**src/rtl/uar_pkg.sv**
```systemverilog
package uar_pkg;

  typedef enum logic [2:0] {
    ST_IDLE,
    ST_START,
    ST_DATA,
    ST_STOP,
    ST_BREAK
  } rxState_t;

  // Strobes from control to datapath
  typedef struct packed {
    logic shiftEn;   // sample one data bit at mid-bit
    logic frameEnd;  // stop bit sampled this cycle
    logic nineBit;   // current frame uses the 9-bit format
  } rxStrobe_t;

endpackage

```
**src/rtl/uar_rx_ctrl.sv**
```systemverilog
module uar_rx_ctrl
  import uar_pkg::*;
#(
  parameter int OVERSAMPLE = 16,
  parameter int DATA_W     = 8
) (
  input  logic      clk,
  input  logic      rstN,
  input  logic      baudTick,
  input  logic      rxdS,
  input  logic [1:0] modeSel,
  output rxStrobe_t stb
);

  localparam int CNT_W = $clog2(OVERSAMPLE);
  localparam int BIT_W = $clog2(DATA_W + 1);
  localparam logic [CNT_W-1:0] MID_CNT  = CNT_W'(OVERSAMPLE / 2 - 1);
  localparam logic [CNT_W-1:0] LAST_CNT = CNT_W'(OVERSAMPLE - 1);
  localparam logic [BIT_W-1:0] LAST8    = BIT_W'(DATA_W - 1);
  localparam logic [BIT_W-1:0] LAST9    = BIT_W'(DATA_W);

  rxState_t         state;
  logic [CNT_W-1:0] cnt;
  logic [BIT_W-1:0] bitIdx;
  logic             nineLatch;
  logic [BIT_W-1:0] lastIdx;
  logic             startAbort;

  assign lastIdx = nineLatch ? LAST9 : LAST8;

  always_ff @(posedge clk) begin
    if (!rstN) begin
      state     <= ST_IDLE;
      cnt       <= '0;
      bitIdx    <= '0;
      nineLatch <= 1'b0;
    end else if (baudTick) begin
      case (state)
        ST_IDLE: begin
          if (modeSel != 2'b00 && !rxdS) begin
            state     <= ST_START;
            cnt       <= '0;
            nineLatch <= modeSel[1];
          end
        end
        ST_START: begin
          if (cnt == MID_CNT) begin
            cnt    <= '0;
            bitIdx <= '0;
            state  <= rxdS ? ST_IDLE : ST_DATA;
          end else begin
            cnt <= cnt + 1'b1;
          end
        end
        ST_DATA: begin
          if (cnt == LAST_CNT) begin
            cnt <= '0;
            if (bitIdx == lastIdx) state <= ST_STOP;
            else bitIdx <= bitIdx + 1'b1;
          end else begin
            cnt <= cnt + 1'b1;
          end
        end
        ST_STOP: begin
          if (cnt == LAST_CNT) begin
            cnt   <= '0;
            state <= rxdS ? ST_IDLE : ST_BREAK;
          end else begin
            cnt <= cnt + 1'b1;
          end
        end
        ST_BREAK: begin
          if (rxdS) state <= ST_IDLE;
        end
        default: state <= ST_IDLE;
      endcase
    end
  end

  always_comb begin
    stb.shiftEn  = baudTick && state == ST_DATA  && cnt == LAST_CNT;
    stb.frameEnd = baudTick && state == ST_STOP  && cnt == LAST_CNT;
    stb.nineBit  = nineLatch;
    startAbort   = baudTick && state == ST_START && cnt == MID_CNT && rxdS;
  end

  // a rejected start leaves the FSM idle
  p_glitch_idle_r12: assert property (@(posedge clk) disable iff (!rstN)
    startAbort |=> state == ST_IDLE);

  // mode 00 never leaves idle
  p_mode0_idle_r14: assert property (@(posedge clk) disable iff (!rstN)
    (modeSel == 2'b00 && state == ST_IDLE) |=> state == ST_IDLE);

  // a low stop bit holds off the next start search until the line is high
  p_break_wait_r4: assert property (@(posedge clk) disable iff (!rstN)
    (stb.frameEnd && !rxdS) |=> state == ST_BREAK);

  p_strobe_excl: assert property (@(posedge clk) disable iff (!rstN)
    $onehot0({stb.shiftEn, stb.frameEnd, startAbort}));

endmodule

```
**src/rtl/uar_rx_dp.sv**
```systemverilog
module uar_rx_dp
  import uar_pkg::*;
#(
  parameter int DATA_W      = 8,
  parameter int SYNC_STAGES = 2
) (
  input  logic              clk,
  input  logic              rstN,
  input  logic              rxdIn,
  input  rxStrobe_t         stb,
  input  logic              addrFilterEn,
  input  logic [DATA_W-1:0] nodeAddr,
  input  logic [DATA_W-1:0] nodeMask,
  input  logic              rxFlagClr,
  input  logic              feViewSel,
  input  logic              topWrEn,
  input  logic              topWrData,
  output logic              rxdS,
  output logic              modeHi,
  output logic              topBitRd,
  output logic [DATA_W-1:0] rxData,
  output logic              rxBit9,
  output logic              rxFlag,
  output logic              feFlag
);

  // Input synchronizer, idle-high
  logic [SYNC_STAGES-1:0] syncQ;
  generate
    for (genvar g = 0; g < SYNC_STAGES; g++) begin : gSync
      if (g == 0) begin : gFirst
        always_ff @(posedge clk) syncQ[g] <= !rstN ? 1'b1 : rxdIn;
      end else begin : gNext
        always_ff @(posedge clk) syncQ[g] <= !rstN ? 1'b1 : syncQ[g-1];
      end
    end
  endgenerate
  assign rxdS = syncQ[SYNC_STAGES-1];

  logic [DATA_W:0] shiftQ;
  always_ff @(posedge clk) begin
    if (!rstN)            shiftQ <= '0;
    else if (stb.shiftEn) shiftQ <= {rxdS, shiftQ[DATA_W:1]};
  end

  logic [DATA_W-1:0] frmData, bcastAddr;
  logic frmBit9, stopOk, givenHit, bcastHit, addrOk, flagFree, accept, feWr;

  always_comb begin
    frmData   = stb.nineBit ? shiftQ[DATA_W-1:0] : shiftQ[DATA_W:1];
    frmBit9   = stb.nineBit ? shiftQ[DATA_W] : rxdS;
    stopOk    = rxdS;
    givenHit  = ((frmData ^ nodeAddr) & nodeMask) == '0;
    bcastAddr = nodeAddr | nodeMask;
    bcastHit  = (~frmData & bcastAddr) == '0;
    addrOk    = !addrFilterEn ||
                ((givenHit || bcastHit) && (!stb.nineBit || frmBit9));
    flagFree  = !rxFlag || rxFlagClr;
    accept    = stb.frameEnd && stopOk && addrOk && flagFree;
    feWr      = topWrEn && feViewSel;
  end

  always_ff @(posedge clk) begin
    if (!rstN) begin
      rxData <= '0;
      rxBit9 <= 1'b0;
      rxFlag <= 1'b0;
      feFlag <= 1'b0;
      modeHi <= 1'b0;
    end else begin
      if (accept) begin
        rxData <= frmData;
        rxBit9 <= frmBit9;
      end
      if (accept)         rxFlag <= 1'b1;
      else if (rxFlagClr) rxFlag <= 1'b0;
      if (stb.frameEnd && !stopOk) feFlag <= 1'b1;
      else if (feWr)               feFlag <= topWrData;
      if (topWrEn && !feViewSel) modeHi <= topWrData;
    end
  end

  assign topBitRd = feViewSel ? feFlag : modeHi;

  // no hardware path clears the error flag
  p_fe_sticky_r5: assert property (@(posedge clk) disable iff (!rstN)
    (feFlag && !feWr) |=> feFlag);

  // a held buffer does not change
  p_buf_hold_r13: assert property (@(posedge clk) disable iff (!rstN)
    (rxFlag && !rxFlagClr) |=> $stable(rxData) && rxFlag);

  // the flag only rises after a completed frame
  p_flag_src_r2: assert property (@(posedge clk) disable iff (!rstN)
    $rose(rxFlag) |-> $past(stb.frameEnd));

  // a low stop bit never raises the flag
  p_bad_stop_r4: assert property (@(posedge clk) disable iff (!rstN)
    (stb.frameEnd && !rxdS && !rxFlag) |=> !rxFlag && feFlag);

  // a data frame is filtered out in 9-bit format
  p_nine_filter_r7: assert property (@(posedge clk) disable iff (!rstN)
    (stb.frameEnd && addrFilterEn && stb.nineBit && !shiftQ[DATA_W] && !rxFlag)
      |=> !rxFlag);

endmodule

```
**src/rtl/uar_mp_rx.sv**
```systemverilog
module uar_mp_rx
  import uar_pkg::*;
#(
  parameter int DATA_W      = 8,
  parameter int OVERSAMPLE  = 16,
  parameter int SYNC_STAGES = 2
) (
  input  logic              clk,
  input  logic              rstN,
  input  logic              rxdIn,
  input  logic              baudTick,
  input  logic              modeLo,
  input  logic              feViewSel,
  input  logic              topWrEn,
  input  logic              topWrData,
  input  logic              addrFilterEn,
  input  logic [DATA_W-1:0] nodeAddr,
  input  logic [DATA_W-1:0] nodeMask,
  input  logic              rxFlagClr,
  output logic [DATA_W-1:0] rxData,
  output logic              rxBit9,
  output logic              rxFlag,
  output logic              feFlag,
  output logic              topBitRd
);

  rxStrobe_t stb;
  logic rxdS, modeHi;

  uar_rx_ctrl #(.OVERSAMPLE(OVERSAMPLE), .DATA_W(DATA_W)) uCtrl (
    .clk(clk), .rstN(rstN), .baudTick(baudTick), .rxdS(rxdS),
    .modeSel({modeHi, modeLo}), .stb(stb)
  );

  uar_rx_dp #(.DATA_W(DATA_W), .SYNC_STAGES(SYNC_STAGES)) uDp (
    .clk(clk), .rstN(rstN), .rxdIn(rxdIn), .stb(stb),
    .addrFilterEn(addrFilterEn), .nodeAddr(nodeAddr), .nodeMask(nodeMask),
    .rxFlagClr(rxFlagClr), .feViewSel(feViewSel), .topWrEn(topWrEn),
    .topWrData(topWrData), .rxdS(rxdS), .modeHi(modeHi), .topBitRd(topBitRd),
    .rxData(rxData), .rxBit9(rxBit9), .rxFlag(rxFlag), .feFlag(feFlag)
  );

endmodule

```
**config.mk**
```make
export PLATFORM = sky130hd
export DESIGN_NAME = uar_mp_rx
export DESIGN_NICKNAME = d
export VERILOG_FILES = /design/src/rtl/uar_pkg.sv /design/src/rtl/uar_rx_ctrl.sv /design/src/rtl/uar_rx_dp.sv /design/src/rtl/uar_mp_rx.sv
export SDC_FILE = /design/constraint.sdc
export NUM_CORES = 1
export LEC_CHECK = 0
export ABC_AREA = 1
export BUFFER_PORTS_ARGS = -buffer_cell sky130_fd_sc_hd__buf_2
export CELL_PAD_IN_SITES_DETAIL_PLACEMENT = 1
export CELL_PAD_IN_SITES_GLOBAL_PLACEMENT = 1
export CORE_ASPECT_RATIO = 1.25
export CORE_MARGIN = 2
export CORE_UTILIZATION = 30
export CTS_CLUSTER_DIAMETER = 100
export DETAILED_ROUTE_END_ITERATION = 12
export PLACE_DENSITY = 0.63
export SLEW_MARGIN = 20
export SYNTH_ARGS = -nofsm -noshare
export SYNTH_HDL_FRONTEND = slang
export SYNTH_SLANG_ARGS = --single-unit
```
**constraint.sdc**
```tcl
create_clock -name clk -period 2.45 [get_ports clk]
set_input_delay 0.49 -clock clk [delete_from_list [all_inputs] [get_ports clk]]
set_output_delay 0.49 -clock clk [all_outputs]
set_load 0.01 [all_outputs]
```
==> impl_metrics.py <==
metrics = {
    "clocking": {
        "ctsRootBufferMaster": "clkbuf_8",
        "cts_tree": "yes",
        "htreeDepth": 2,
        "worstSkewPairLatency_ns": 0.29,
        "clk_pin_slew_ns": 0.08,
        "cts.sinks": 35,
        "cts_resized": 0,
        "post_cts_buffers": 0,
        "clockBufferDepth": 2,
        "cts_made_buffers": 5,
        "cts_hold_buf": 0,
    },
    "sta": {
        "rsz0062_at_grt": "no",
        "setup-tns-final_ns": 0,
        "skew_ns": 0.00659,
        "hold_viol_final": 0,
        "period_needed_ns": 1.89,
        "setup_ws_ns": 0.555,
        "relSlewSlack": 0.719,
        "fmaxAchievable_mhz": 528,
        "worst_pin_slew_ns": 0.420,
        "setup_viol_count_final": 0,
        "finalCritPeriodShare": 0.773,
        "slew_violations": 0,
    },
    "routing": {
        "routed_wl_um": 5690,
        "drt_pass1_iterations": 4,
        "avgRoutedWirePerCell_um": 12.5,
        "viasPerCell": 4.70,
        "drt_iter0_drc": 37,
        "ant_nets": 0,
        "route.vias.total": 2145,
        "drc_errors": 0,
    },
    "place": {
        "portBuffers": 37,
        "gp_congestion": 0.774,
        "place_ws_ns": 0.532,
        "dp_hpwl_um": 4500,
    },
    "power": {
        "p_comb_frac": 0.185,
        "p_clk_frac": 0.387,
        "p_int_w": 0.00101,
        "vdd_ir_drop_max_v": 0.000235,
        "p_switching_w": 0.000418,
        "powerDensity_nw_per_um2": 587,
        "seqPwrFrac": 0.428,
        "leakage_nw": 1.12,
        "p_sw_frac": 0.293,
    },
    "setup_path": {
        "worstPathCellList": "ha_1, nand2_1, nor2_1, inv_1, nor2_1, inv_1, nor3_4, nand3_4, nand2_1, inv_1, nor2_1",
        "max_stage_delay_ns": 0.37,
        "worstPathRequired_ns": 2.68,
        "path_max_fanout": 10,
        "startpoint_type": "register",
        "slowest_stage": "dfxtp_1",
        "cp.arrival_ns": 2.13,
        "endpoint_kind": "register",
        "crit_type": "reg -> reg",
    },
    "logic_synthesis": {
        "ys_warn_count": 0,
        "synth-seq-cells": 35,
        "async_flop_share": 0,
        "synth_ff_type": "dfxtp_1",
        "seq_area_frac_synth": 0.343,
        "synth_nets": 356,
        "synth.distinct_cells": 28,
        "syn_inst": 328,
        "synth_edf_count": 0,
        "mappedNetlistArea_um2": 2040,
        "synth.avg_cell_area_um2": 6.23,
    },
    "final_layout": {
        "antenna-diode-count": 0,
        "layout.cells.most_common": "nand2_1",
        "drive_gt1_frac": 0.160,
        "area_delta_synth_final_pct": 19.0,
        "final_cell_mix": "90 x nand2_1, 55 x inv_1, 37 x buf_2",
        "finalNetCount": 396,
    },
    "global_route": {
        "grt-ovfl-total": 0,
        "grt_max_degree": 23,
        "antenna_found_initial": 1,
        "grt_pass1_wl_um": 9540,
        "grt_pass1_vias": 2168,
        "grt_usage": 0.163,
    },
    "status": {
        "status": "completed",
    },
    "floorplanning": {
        "rows": 33,
        "die_area_um2": 7490,
        "die_h_um": 96.3,
        "core_region_area_um2": 6570,
        "fp.dieW_um": 77.8,
        "start_util": 0.311,
        "io-pin-count": 38,
    },
    "worst_hold_path": {
        "min_path_type": "in -> reg",
    },
    "run": {
        "max_cap_violations": 0,
    },
}
[power by group through the flow]
| stage | Sequential [W] | Combinational [W] | Clock, W |
|---|---|---|---|
| after detailed placement | 0.000624 | 0.000267 | 0 |
| after floorplan | 0.000617 | 0.000184 | 0 |
| after global routing | 0.000614 | 0.000300 | 0.000598 |
| after global placement | 0.000624 | 0.000267 | 0 |
| final | 0.000611 | 0.000263 | 0.000552 |
| after CTS | 0.000611 | 0.000269 | 0.000579 |
[cell families (layout without fill, tap and decap cells)]
group	count (synthesis)	count (layout)	synth area share
adder cells (fa/ha/maj)	2	2	0.0122
flip-flops	35	35	0.343
AND/OR/NAND/NOR	174	174	0.375
AO/OA/AOI/OAI	53	53	0.143
buffers and inverters	64	105	0.127
[path summary, 6_finish.rpt]
check / depth (start not counted) / start / slack [ns] / end
worst max-delay path: 11 / uCtrl.cnt[0] / 0.56 / uDp.rxData[7]
worst min-delay path: 2 / rxdIn / 0.40 / uDp.syncQ[0]
worst max register to register: 11 / uCtrl.cnt[0] / 0.56 / uDp.rxData[7]
worst min register to register: 1 / uDp.syncQ[0] / 0.43 / uDp.rxdS
[layer usage]
layer | track usage | up-vias | part of all wire
met3 | 0.0338 | 8 | 0.031
li1 | - | 1124 | -
met1 | 0.167 | 980 | 0.42
met4 | 0.0536 | 2 | 0.014
met2 | 0.326 | 31 | 0.53
met5 | 0 | - | 0.0026
[area by class of cell]
| cell class | count | area (um2) |
|---|---|---|
| Clock buffer | 6 | 82.6 |
| Inverter | 57 | 214 |
| Tap cell | 87 | 109 |
| Multi-Input combinational cell | 229 | 1080 |
| Fill cell | 895 | 4130 |
| Timing Repair Buffer | 40 | 208 |
| Clock inverter | 2 | 35.0 |
| Sequential cell | 35 | 701 |
[cell usage after synthesis (2+ instances only)]
cell,instances,share of area
nand2_1,90,0.17
inv_1,55,0.10
dfxtp_1,35,0.34
nor2_1,33,0.061
nand3_1,31,0.076
o21ai_0,23,0.056
a21oi_1,18,0.044
nand4_1,10,0.031
a211oi_1,3,0.011
clkbuf_1,3,0.0055
nand2_2,3,0.0092
o21ai_1,3,0.0073
a31o_2,2,0.0086
buf_6,2,0.011
ha_1,2,0.012
nor3_1,2,0.0049
or2_2,2,0.0061
[state kept, by name, indices dropped and copies added, names as in the netlist, 3 cells and up]
register	flops
uCtrl.cnt	4
uCtrl.bitIdx	4
uDp.shiftQ	9
uCtrl.state	3
uDp.rxData	8
[critical path, delay by kind of cell (launching register included)]
kind                       cells  cell delay, ns
DFF                            1            0.37
adders and majority gates      1            0.18
buffers and inverters          3            0.20
and+or+nand+nor                7            1.08
[per-stage QoR]
stage                     area, um2  utilization  hold WS (ns)  cells  total power, W
after floorplan                2040            -         0.393    328        0.000802
after global routing           2430        0.370         0.398    456         0.00151
after CTS                      2430        0.370         0.395    456         0.00146
after detailed placement       2310        0.352         0.420    448        0.000891
after global placement         2310        0.352         0.416    448        0.000891
final                          2430        0.370         0.398    456         0.00143
Power figures use the tool's default switching activity.
